`src/rtl/cbt_pkg.sv`:
```
package cbt_pkg;
    typedef enum logic [1:0] {
        SEG_SYNC = 2'd0,
        SEG_PROP = 2'd1,
        SEG_PH1  = 2'd2,
        SEG_PH2  = 2'd3
    } seg_e;
endpackage

```
`src/rtl/cbt_cfg.sv`:
```
module cbt_cfg #(
    parameter int SEG_W  = 3,
    parameter int SJW_W  = 2,
    parameter int MIN_TQ = 8,
    parameter int MAX_TQ = 25
) (
    input  logic [SEG_W-1:0] prop_seg,
    input  logic [SEG_W-1:0] ph1_seg,
    input  logic [SEG_W-1:0] ph2_seg,
    input  logic [SJW_W-1:0] sjw,
    output logic [SEG_W:0]   prop_len,
    output logic [SEG_W:0]   ph1_len,
    output logic [SEG_W:0]   ph2_len,
    output logic [SJW_W:0]   sjw_len,
    output logic             cfg_ok
);
    localparam int LEN_W = SEG_W + 1;
    localparam int TOT_W = SEG_W + 3;

    logic [TOT_W-1:0] total;

    always_comb begin
        prop_len = LEN_W'(prop_seg) + LEN_W'(1);
        ph1_len  = LEN_W'(ph1_seg) + LEN_W'(1);
        ph2_len  = LEN_W'(ph2_seg) + LEN_W'(1);
        sjw_len  = (SJW_W+1)'(sjw) + (SJW_W+1)'(1);
        total    = TOT_W'(1) + TOT_W'(prop_len) + TOT_W'(ph1_len) + TOT_W'(ph2_len);
        cfg_ok   = (total >= TOT_W'(MIN_TQ)) && (total <= TOT_W'(MAX_TQ));
    end
endmodule

```
`src/rtl/cbt_quanta.sv`:
```
module cbt_quanta #(
    parameter int BRP_W = 6
) (
    input  logic             clk,
    input  logic             rst_n,
    input  logic             run,
    input  logic             restart,
    input  logic [BRP_W-1:0] brp,
    output logic             tq_end
);
    localparam int PC_W = BRP_W + 1;

    logic [PC_W-1:0] pcnt_d, pcnt_q;

    always_comb begin
        tq_end = run && (pcnt_q >= {brp, 1'b1});
        pcnt_d = pcnt_q + PC_W'(1);
        if (!run || restart || tq_end) begin
            pcnt_d = '0;
        end
    end

    always_ff @(posedge clk or negedge rst_n) begin
        if (!rst_n) begin
            pcnt_q <= '0;
        end else begin
            pcnt_q <= pcnt_d;
        end
    end


    quantum_step_chk: assert property (@(posedge clk) disable iff (!rst_n)
        (run && $past(run) && !$past(restart) && !$past(tq_end))
            |-> (pcnt_q == PC_W'($past(pcnt_q) + PC_W'(1))));
endmodule

```
`src/rtl/cbt_seq.sv`:
```
module cbt_seq
    import cbt_pkg::*;
#(
    parameter int SEG_W = 3,
    parameter int SJW_W = 2
) (
    input  logic           clk,
    input  logic           rst_n,
    input  logic           cfg_ok,
    input  logic           tq_end,
    input  logic           rx,
    input  logic [SEG_W:0] prop_len,
    input  logic [SEG_W:0] ph1_len,
    input  logic [SEG_W:0] ph2_len,
    input  logic [SJW_W:0] sjw_len,
    output logic           running,
    output logic           restart,
    output seg_e           seg,
    output logic           smp_stb,
    output logic           smp_bit,
    output logic           tx_stb
);
    localparam int LEN_W = SEG_W + 1;
    localparam int QC_W  = LEN_W + 1;
    localparam int EXT_W = SJW_W + 1;
    localparam int E_W   = LEN_W + 2;

    typedef struct packed {
        logic             running;
        seg_e             seg;
        logic [QC_W-1:0]  qcnt;
        logic [EXT_W-1:0] ext;
        logic [EXT_W-1:0] shrt;
        logic             rs_done;
        logic             rx_prev;
        logic             smp_stb;
        logic             smp_bit;
        logic             tx_stb;
    } st_t;

    st_t d, q;
    logic             fall, hop;
    logic [E_W-1:0]   e;
    logic [QC_W-1:0]  rem;
    logic [EXT_W-1:0] ext_n, shrt_n;

    function automatic st_t to_sync(st_t s);
        st_t r   = s;
        r.running = 1'b1;
        r.seg     = SEG_SYNC;
        r.qcnt    = '0;
        r.ext     = '0;
        r.shrt    = '0;
        r.rs_done = 1'b0;
        r.tx_stb  = 1'b1;
        return r;
    endfunction

    always_comb begin
        d         = q;
        d.smp_stb = 1'b0;
        d.tx_stb  = 1'b0;
        d.rx_prev = rx;
        fall      = q.rx_prev & ~rx;
        restart   = 1'b0;
        hop       = 1'b0;
        e         = '0;
        rem       = '0;
        ext_n     = q.ext;
        shrt_n    = q.shrt;
        if (!cfg_ok) begin
            d.running = 1'b0;
            d.seg     = SEG_SYNC;
            d.qcnt    = '0;
            d.ext     = '0;
            d.shrt    = '0;
            d.rs_done = 1'b0;
        end else if (!q.running) begin
            if (fall) begin
                d       = to_sync(d);
                restart = 1'b1;
            end
        end else begin
            if (fall && !q.rs_done && q.seg != SEG_SYNC) begin
                d.rs_done = 1'b1;
                if (q.seg == SEG_PH2) begin
                    rem = QC_W'(ph2_len) - q.qcnt;
                    if (rem <= QC_W'(sjw_len)) begin
                        hop = 1'b1;
                    end else begin
                        shrt_n = EXT_W'(sjw_len);
                    end
                end else begin
                    e = (q.seg == SEG_PROP) ? E_W'(q.qcnt) + E_W'(1)
                                            : E_W'(prop_len) + E_W'(q.qcnt) + E_W'(1);
                    ext_n = (e > E_W'(sjw_len)) ? EXT_W'(sjw_len) : EXT_W'(e);
                end
            end
            d.ext  = ext_n;
            d.shrt = shrt_n;
            if (hop) begin
                d       = to_sync(d);
                restart = 1'b1;
            end else if (tq_end) begin
                case (q.seg)
                    SEG_SYNC: begin
                        d.seg  = SEG_PROP;
                        d.qcnt = '0;
                    end
                    SEG_PROP: begin
                        if (q.qcnt == QC_W'(prop_len) - QC_W'(1)) begin
                            d.seg  = SEG_PH1;
                            d.qcnt = '0;
                        end else begin
                            d.qcnt = q.qcnt + QC_W'(1);
                        end
                    end
                    SEG_PH1: begin
                        if (q.qcnt == QC_W'(ph1_len) + QC_W'(ext_n) - QC_W'(1)) begin
                            d.seg     = SEG_PH2;
                            d.qcnt    = '0;
                            d.smp_stb = 1'b1;
                            d.smp_bit = rx;
                        end else begin
                            d.qcnt = q.qcnt + QC_W'(1);
                        end
                    end
                    default: begin
                        if (q.qcnt == QC_W'(ph2_len) - QC_W'(shrt_n) - QC_W'(1)) begin
                            d = to_sync(d);
                        end else begin
                            d.qcnt = q.qcnt + QC_W'(1);
                        end
                    end
                endcase
            end
        end
    end

    always_ff @(posedge clk or negedge rst_n) begin
        if (!rst_n) begin
            q         <= '0;
            q.rx_prev <= 1'b1;
        end else begin
            q <= d;
        end
    end

    assign running = q.running;
    assign seg     = q.seg;
    assign smp_stb = q.smp_stb;
    assign smp_bit = q.smp_bit;
    assign tx_stb  = q.tx_stb;


    seg_order_chk: assert property (@(posedge clk) disable iff (!rst_n)
        (q.running && $past(q.running) && q.seg != $past(q.seg))
            |-> (2'(q.seg) == 2'(2'($past(q.seg)) + 2'd1)));

    idle_bad_cfg_chk: assert property (@(posedge clk) disable iff (!rst_n)
        !cfg_ok |=> (!q.running && !q.tx_stb && !q.smp_stb));

    sample_at_ph1_end_chk: assert property (@(posedge clk) disable iff (!rst_n)
        q.smp_stb |-> ($past(q.seg) == SEG_PH1 && q.seg == SEG_PH2));

    hard_sync_chk: assert property (@(posedge clk) disable iff (!rst_n)
        (cfg_ok && !q.running && fall) |=> (q.running && q.tx_stb && q.seg == SEG_SYNC));

    one_resync_chk: assert property (@(posedge clk) disable iff (!rst_n)
        (q.rs_done && $past(q.rs_done) && q.seg != SEG_SYNC)
            |-> ($stable(q.ext) && $stable(q.shrt)));

    tx_pulse_chk: assert property (@(posedge clk) disable iff (!rst_n)
        q.tx_stb |=> !q.tx_stb);

    smp_pulse_chk: assert property (@(posedge clk) disable iff (!rst_n)
        q.smp_stb |=> !q.smp_stb);
endmodule

```
`src/rtl/can_bit_timer.sv`:
```
module can_bit_timer
    import cbt_pkg::*;
#(
    parameter int BRP_W  = 6,
    parameter int SEG_W  = 3,
    parameter int SJW_W  = 2,
    parameter int MIN_TQ = 8,
    parameter int MAX_TQ = 25
) (
    input  logic             clk,
    input  logic             rst_n,
    input  logic [BRP_W-1:0] brp,
    input  logic [SEG_W-1:0] prop_seg,
    input  logic [SEG_W-1:0] ph1_seg,
    input  logic [SEG_W-1:0] ph2_seg,
    input  logic [SJW_W-1:0] sjw,
    input  logic             rx,
    output logic             cfg_valid,
    output logic             sample_stb,
    output logic             sample_bit,
    output logic             tx_stb,
    output logic [1:0]       seg
);
    logic [SEG_W:0] prop_len, ph1_len, ph2_len;
    logic [SJW_W:0] sjw_len;
    logic           cfg_ok, running, restart, tq_end;
    seg_e           seg_cur;

    cbt_cfg #(.SEG_W(SEG_W), .SJW_W(SJW_W), .MIN_TQ(MIN_TQ), .MAX_TQ(MAX_TQ)) u_cfg (
        .prop_seg(prop_seg), .ph1_seg(ph1_seg), .ph2_seg(ph2_seg), .sjw(sjw),
        .prop_len(prop_len), .ph1_len(ph1_len), .ph2_len(ph2_len),
        .sjw_len(sjw_len), .cfg_ok(cfg_ok)
    );

    cbt_quanta #(.BRP_W(BRP_W)) u_quanta (
        .clk(clk), .rst_n(rst_n), .run(running), .restart(restart),
        .brp(brp), .tq_end(tq_end)
    );

    cbt_seq #(.SEG_W(SEG_W), .SJW_W(SJW_W)) u_seq (
        .clk(clk), .rst_n(rst_n), .cfg_ok(cfg_ok), .tq_end(tq_end), .rx(rx),
        .prop_len(prop_len), .ph1_len(ph1_len), .ph2_len(ph2_len), .sjw_len(sjw_len),
        .running(running), .restart(restart), .seg(seg_cur),
        .smp_stb(sample_stb), .smp_bit(sample_bit), .tx_stb(tx_stb)
    );

    assign cfg_valid = cfg_ok;
    assign seg       = 2'(seg_cur);
endmodule

```
`config.mk`:
```
export PLATFORM = sky130hd
export DESIGN_NAME = can_bit_timer
export DESIGN_NICKNAME = d
export VERILOG_FILES = /design/src/rtl/cbt_pkg.sv /design/src/rtl/cbt_cfg.sv /design/src/rtl/cbt_quanta.sv /design/src/rtl/cbt_seq.sv /design/src/rtl/can_bit_timer.sv
export SDC_FILE = /design/constraint.sdc
export NUM_CORES = 1
export LEC_CHECK = 0
export BUFFER_PORTS_ARGS = -buffer_cell sky130_fd_sc_hd__buf_2
export CAP_MARGIN = 15
export CORE_ASPECT_RATIO = 0.7
export CORE_UTILIZATION = 41
export CTS_BUF_LIST = sky130_fd_sc_hd__clkbuf_4 sky130_fd_sc_hd__clkbuf_8
export CTS_CLUSTER_SIZE = 10
export DETAILED_ROUTE_END_ITERATION = 7
export MAX_ROUTING_LAYER = met4
export PLACE_DENSITY = 0.6
export SLEW_MARGIN = 25
export SYNTH_ARGS = -nofsm -noshare
export SYNTH_HDL_FRONTEND = slang
export SYNTH_HIERARCHICAL = 1
export SYNTH_SLANG_ARGS = --single-unit
```
`constraint.sdc`:
```
create_clock -name clk -period 5.3 [get_ports clk]
set_clock_uncertainty 0.05 [all_clocks]
set_input_delay 0.53 -clock clk [delete_from_list [all_inputs] [get_ports clk]]
set_output_delay 0.53 -clock clk [all_outputs]
set_load 0.01 [all_outputs]
```
# Word level (Yosys, flattened, before mapping)
# Cells that the tools add are included.
# classes
n_lt_le_gt_ge	5
bitwise_logic	4
reduce_logical	15
n_eq_ne	11
addsub	18
mux	41
# op_table
op	count
2-to-1 mux 19 bit	4
2-to-1 mux 3 bit	10
one-hot mux 7 bit (3 select lines)	1
equality test 5 bit	3
2-to-1 mux 15 bit	1
2-to-1 mux 5 bit	3
adder 3 x 1 -> 4 bit (second input constant)	3
adder 6 x 4 -> 6 bit	2
2-to-1 mux 1 bit	12
2-to-1 mux 11 bit	1
!= test 5 bit (second input constant)	2
subtractor 5 x 1 -> 5 bit (second input constant)	2
2-to-1 mux 2 bit	4
2-to-1 mux 8 bit	1
adder 7 x 1 -> 7 bit (second input constant)	1
greater-or-equal comparator 7 bit	1
2-to-1 mux 7 bit	1
!= test 7 bit (second input constant)	1
AND reduction 7 bit	1
adder 4 x 5 -> 6 bit	1
adder 5 x 1 -> 6 bit (second input constant)	1
adder 6 x 1 -> 6 bit (second input constant)	1
greater-or-equal comparator 6 x 4 -> 1 bit (second input constant)	1
greater-than comparator 6 x 3 -> 1 bit	1
27 further kinds	35
# totals
in_bits	20
out_inout_bits	6
regBits	26
elab_cells	105

# Depth between registers and ports, before layout
# logic_depth
depth_word	19
mapped_depth	26

# Hierarchy
# The synthesis kept the hierarchy.
# by_module_without_submodules
module	area_each_um2	seq_area_each_um2	instances	cells_each
cbt_seq	2168.3	476.7	1	250
cbt_quanta	466.7	175.2	1	48
cbt_cfg	414.1	0.0	1	54

# Least setup slack after synthesis
# No wires, ideal clock.
# synth_timing
path_type	in2reg
startpoint	input port prop_seg[0]
endpoint	register u_seq/q[15] (netlist bit)
path_stages	26
required_time_ns	5.126
n_path_buf	1
setup_ns	0.124
path_slack_ns	-0.066
arrival_ns	5.192
path_cell_list	ha_1 -> xnor2_1 -> inv_1 -> ha_1 -> xnor2_1 -> nor2_1 -> a31oi_1 -> ha_1 -> o21a_1 -> o21ai_0 -> o31ai_1 -> nor2_1 -> mux2_2 -> mux2i_1 -> ha_1 -> inv_1 -> ha_1 -> fa_1 -> xor2_1 -> nor3_1 -> o211ai_1 -> a221oi_1 -> or4_4 -> buf_6 -> nor3_2 -> a211o_1
# synth_via
elab_chain_cells	19
# synth_rtl
element	line	text
from (decl)	can_bit_timer.sv:13	input logic [SEG_W-1:0] prop_seg,
adder 3 x 1 -> 4 bit *	cbt_cfg.sv:23	prop_len = LEN_W'(prop_seg) + LEN_W'(1);
net prop_len[2]	can_bit_timer.sv:24	logic [SEG_W:0] prop_len, ph1_len, ph2_len;
adder 4 x 5 -> 6 bit	cbt_seq.sv:95	: E_W'(prop_len) + E_W'(q.qcnt) + E_W'(1);
adder 6 x 1 -> 6 bit	cbt_seq.sv:95	
2-to-1 mux 6 bit	cbt_seq.sv:94	e = (q.seg == SEG_PROP) ? E_W'(q.qcnt) + E_W'(1)
greater-than comparator 6 x 3 -> 1 bit	cbt_seq.sv:96	ext_n = (e > E_W'(sjw_len)) ? EXT_W'(sjw_len) : EXT_W'(e);
2-to-1 mux 3 bit	cbt_seq.sv:96	
2-to-1 mux 3 bit	cbt_seq.sv:86	if (q.seg == SEG_PH2) begin
(+4 left out)	n/a	
subtractor 5 x 1 -> 5 bit	cbt_seq.sv:119	if (q.qcnt == QC_W'(ph1_len) + QC_W'(ext_n) - QC_W'(1)) begin
equality test 5 bit	cbt_seq.sv:119	
2-to-1 mux 5 bit	cbt_seq.sv:119	
one-hot mux 7 bit (3 select lines)	cbt_seq.sv:105	case (q.seg)
2-to-1 mux 19 bit	cbt_seq.sv:104	end else if (tq_end) begin
2-to-1 mux 19 bit	cbt_seq.sv:101	if (hop) begin
2-to-1 mux 19 bit	cbt_seq.sv:78	end else if (!q.running) begin
2-to-1 mux 15 bit	cbt_seq.sv:71	if (!cfg_ok) begin
to (decl)	cbt_seq.sv:41	st_t d, q;
# Mark *: on every way through the listed nets, which the timed path passes. The rest lies on a longest branch. The select of a mux whose other input is x is not followed.
# A chain may end at the register's enable or synchronous reset.

# Worst setup path after layout
# layout_timing
startpoint	input port prop_seg[1]
endpoint	register u_seq/q[15] (netlist bit)
# Same word-level chain as after synthesis.

==> results.json <==
{
  "n_fill_cell": 663,
  "place_inst": 484,
  "path_class": "input port to flip-flop",
  "reg2reg_depth": 24,
  "diodes": 0,
  "status": "finished clean",
  "drive_gt1_share_pct": 25.44,
  "pwr_density_cell_mw_per_mm2": 211.7,
  "portBuffers": 25,
  "place_ws_ps": -468.7,
  "syn-num-nets": 426,
  "placed_area_mm2": 0.003396,
  "cpPeakStageDelay_ps": 430,
  "drt-pass1-iter-count": 4,
  "synthCells": 352,
  "multiInputGateArea_mm2": 0.002233,
  "vdd_ir_drop_max_v": 0.0001043,
  "ctsRootBufferMaster": "clkbuf_8",
  "regArea_um2": 651.9,
  "grt_use_total_pct": 21.05,
  "fin_area_mm2": 0.003626,
  "period_share_pct": 97.11,
  "period_needed_ps": 5147,
  "hold_viol": 0,
  "r2r_start": "u_seq/q[11]",
  "slew_headroom_pct": 57.69,
  "finalMaxSlewViolations": 0,
  "insertion_delay_ps": 280,
  "power.switching_uw": 321.9,
  "synth-edff-count": 0,
  "htree_levels": 1,
  "hold_path_class": "input port to async pin",
  "end_kind": "flip-flop",
  "vias": 2617,
  "place.gp.congestion": 0.9162,
  "crit_slowest_cell": "fa_1",
  "reg2reg_to": "u_seq/q[15]",
  "final_nets": 476,
  "async_flop_share_pct": 100.0,
  "cts_buffers": 3,
  "maxCapViolations": 0,
  "synth_area_mm2": 0.003049,
  "hpwl_mm": 6.015,
  "grt_overflow_total": 0,
  "yosys_register_bits": 26,
  "core_area_mm2": 0.006975,
  "postSynthAreaPerCell_um2": 8.662,
  "routed_via_density": 5.287,
  "rsz0062_at_grt": "true",
  "start_kind": "input port",
  "r2r_slack_ps": 170,
  "die_h_um": 74.15,
  "power.leakage_nw": 1.803,
  "dieWidth_um": 105.1,
  "area_growth_pct": 18.92,
  "initial_utilization_pct": 43.71,
  "synthFlopType": "dfrtp_1",
  "io_pins": 26,
  "cp_max_fo": 6,
  "cts_tree": "done",
  "combPwrFrac_pct": 54.5,
  "drc": 0,
  "worst_slew_pin_slew_ps": 628.1,
  "clockPowerShare_pct": 16.4,
  "grt_pass1_vias": 2500,
  "p_sw_share_pct": 41.93,
  "setup_tns_ps": 0,
  "grt_max_degree": 27,
  "synth_fa_ha_area_share_pct": 24.13,
  "ant_nets": 0,
  "design.die.area_mm2": 0.007791,
  "wl_mm": 7.440,
  "synthMuxAreaShare_pct": 3.775,
  "synth-simple-area-share_pct": 17.52,
  "rows": 25,
  "yosys.area_share.xor_xnor_pct": 8.617,
  "cp.arrival_ps": 5270,
  "clkTransAtPathRegs_ps": 100,
  "synth_cell_types": 60,
  "seqPwrFrac_pct": 29.1,
  "fmaxAchievable_ghz": 0.1943,
  "cp.required_ps": 5420,
  "synth-seq-area-share_pct": 21.38,
  "fin_cells": 495,
  "finalSetupViolations": 0,
  "clk_path_buf_depth": 2,
  "ctsHoldBuffers": 0,
  "internal_power_uw": 445.8,
  "antenna_found_initial": 0,
  "cts_sinks": 26,
  "initialDrtViolationCount": 177,
  "synth_top_family_by_area": "adder cells",
  "yosysWarnings": 6,
  "synth_compound_area_share_pct": 15.06,
  "worst_slack_ps": 153.2,
  "avgRoutedWirePerCell_um": 15.03,
  "grt_pass1_wl_mm": 12.42
}
metrics by stage:
step	hold slack (ps)	utilization [%]	total power [mW]
finish	199.3	51.98	0.7677
global route	242.4	51.98	0.8355
CTS	223.7	49.85	0.7504
detailed placement	424.4	48.68	0.6159
global placement	416.8	48.68	0.6106
floorplan	184.4	-	0.4868
power by group through the flow:
| stage | registers, mW | clock network (mW) | logic [mW] |
|---|---|---|---|
| global route | 0.226 | 0.138 | 0.472 |
| floorplan | 0.226 | 0 | 0.261 |
| global placement | 0.227 | 0 | 0.383 |
| finish | 0.224 | 0.126 | 0.418 |
| CTS | 0.223 | 0.128 | 0.399 |
| detailed placement | 0.227 | 0 | 0.388 |
worst max path at each step:
| stage | endpoint | depth (start not counted) | startpoint |
|---|---|---|---|
| final | u_seq/q[15] | 25 | prop_seg[1] |
| after detailed placement | u_seq/q[15] | 25 | prop_seg[0] |
| after global routing | u_seq/q[15] | 24 | u_seq/q[11] |
| after CTS | u_seq/q[14] | 24 | prop_seg[0] |
| after floorplan | u_seq/q[15] | 25 | prop_seg[0] |
| after global placement | u_seq/q[15] | 25 | prop_seg[0] |
logic make-up after synthesis:
kind of cell | Yosys count
XOR/XNOR | 30
multiplexers | 11
flip-flops | 26
adder cells (fa/ha/maj) | 54
AO/OA/AOI/OAI | 65
buffers and inverters | 66
AND/OR/NAND/NOR | 100
critical path, delay by kind of cell:
family / cells / cell delay (ps)
AND/OR/NAND/NOR: 5 / 680
multiplexers: 2 / 490
XOR/XNOR: 2 / 340
buffers and inverters: 3 / 230
adder cells (fa/ha/maj): 6 / 1720
AO/OA/AOI/OAI: 7 / 1250
what timing repair did:
item,in CTS,in global routing
buffers inserted,0,7
pin swaps,5,18
gates resized for setup,7,27
setup endpoints to repair,4,8
layer usage:
| layer | track usage (%) | up-vias | wire (µm) |
|---|---|---|---|
| li1 | - | 1319 | - |
| met1 | 32.67 | 1211 | 4043 |
| met2 | 29.14 | 81 | 2867 |
| met3 | 3.506 | 6 | 487 |
| met4 | 1.408 | 0 | 41 |
| met5 | - | - | 0 |
registers in the layout, indices dropped and copies added, names as in the netlist:
register         cells
u_quanta/pcnt_q      7
u_seq/q             13
u_seq/running        1
u_seq/seg            2
u_seq/smp_bit        1
u_seq/smp_stb        1
u_seq/tx_stb         1
final cells by class:
type                       instances  area share [%]
sequential                        26           17.98
tap                               94           3.244
timing repair buffer              56           10.14
inverter                          55           5.694
multi-input combinational        260           61.59
clock buffer                       4           1.346
cells in the mapped netlist (5+ instances only):
| cell type | n | area (µm²) |
|---|---|---|
| a21oi_1 | 10 | 50.05 |
| a31oi_1 | 5 | 31.28 |
| and3_1 | 5 | 31.28 |
| dfrtp_1 | 25 | 625.6 |
| fa_1 | 8 | 160.2 |
| ha_1 | 46 | 575.6 |
| inv_1 | 55 | 206.5 |
| mux2i_1 | 7 | 70.07 |
| nand2_1 | 22 | 82.58 |
| nand3_1 | 15 | 75.07 |
| nor2_1 | 15 | 56.30 |
| nor2b_1 | 6 | 37.54 |
| nor3_1 | 10 | 50.05 |
| o21ai_0 | 14 | 70.07 |
| xnor2_1 | 18 | 157.7 |
| xor2_1 | 12 | 105.1 |
layout by cell type, fill, tap and decap left out, types with 4 or more instances in the layout:
cell	synthesis	final
ha_1	46	41
inv_1	55	48
a21oi_2	3	4
ha_4	0	4
nor3_1	10	9
mux2i_1	7	7
xor2_1	12	12
o21ai_0	14	11
nand2b_1	4	4
nand3_1	15	15
a21o_1	4	4
buf_4	4	30
dfrtp_1	25	25
a21oi_1	10	9
buf_2	2	24
a31oi_1	5	4
inv_2	0	7
and3_1	5	5
fa_1	8	7
nor2b_1	6	6
nand2_1	22	22
xnor2_1	18	16
nor2_1	15	13
nand4_1	4	4
(Power assumes the default switching activity.)
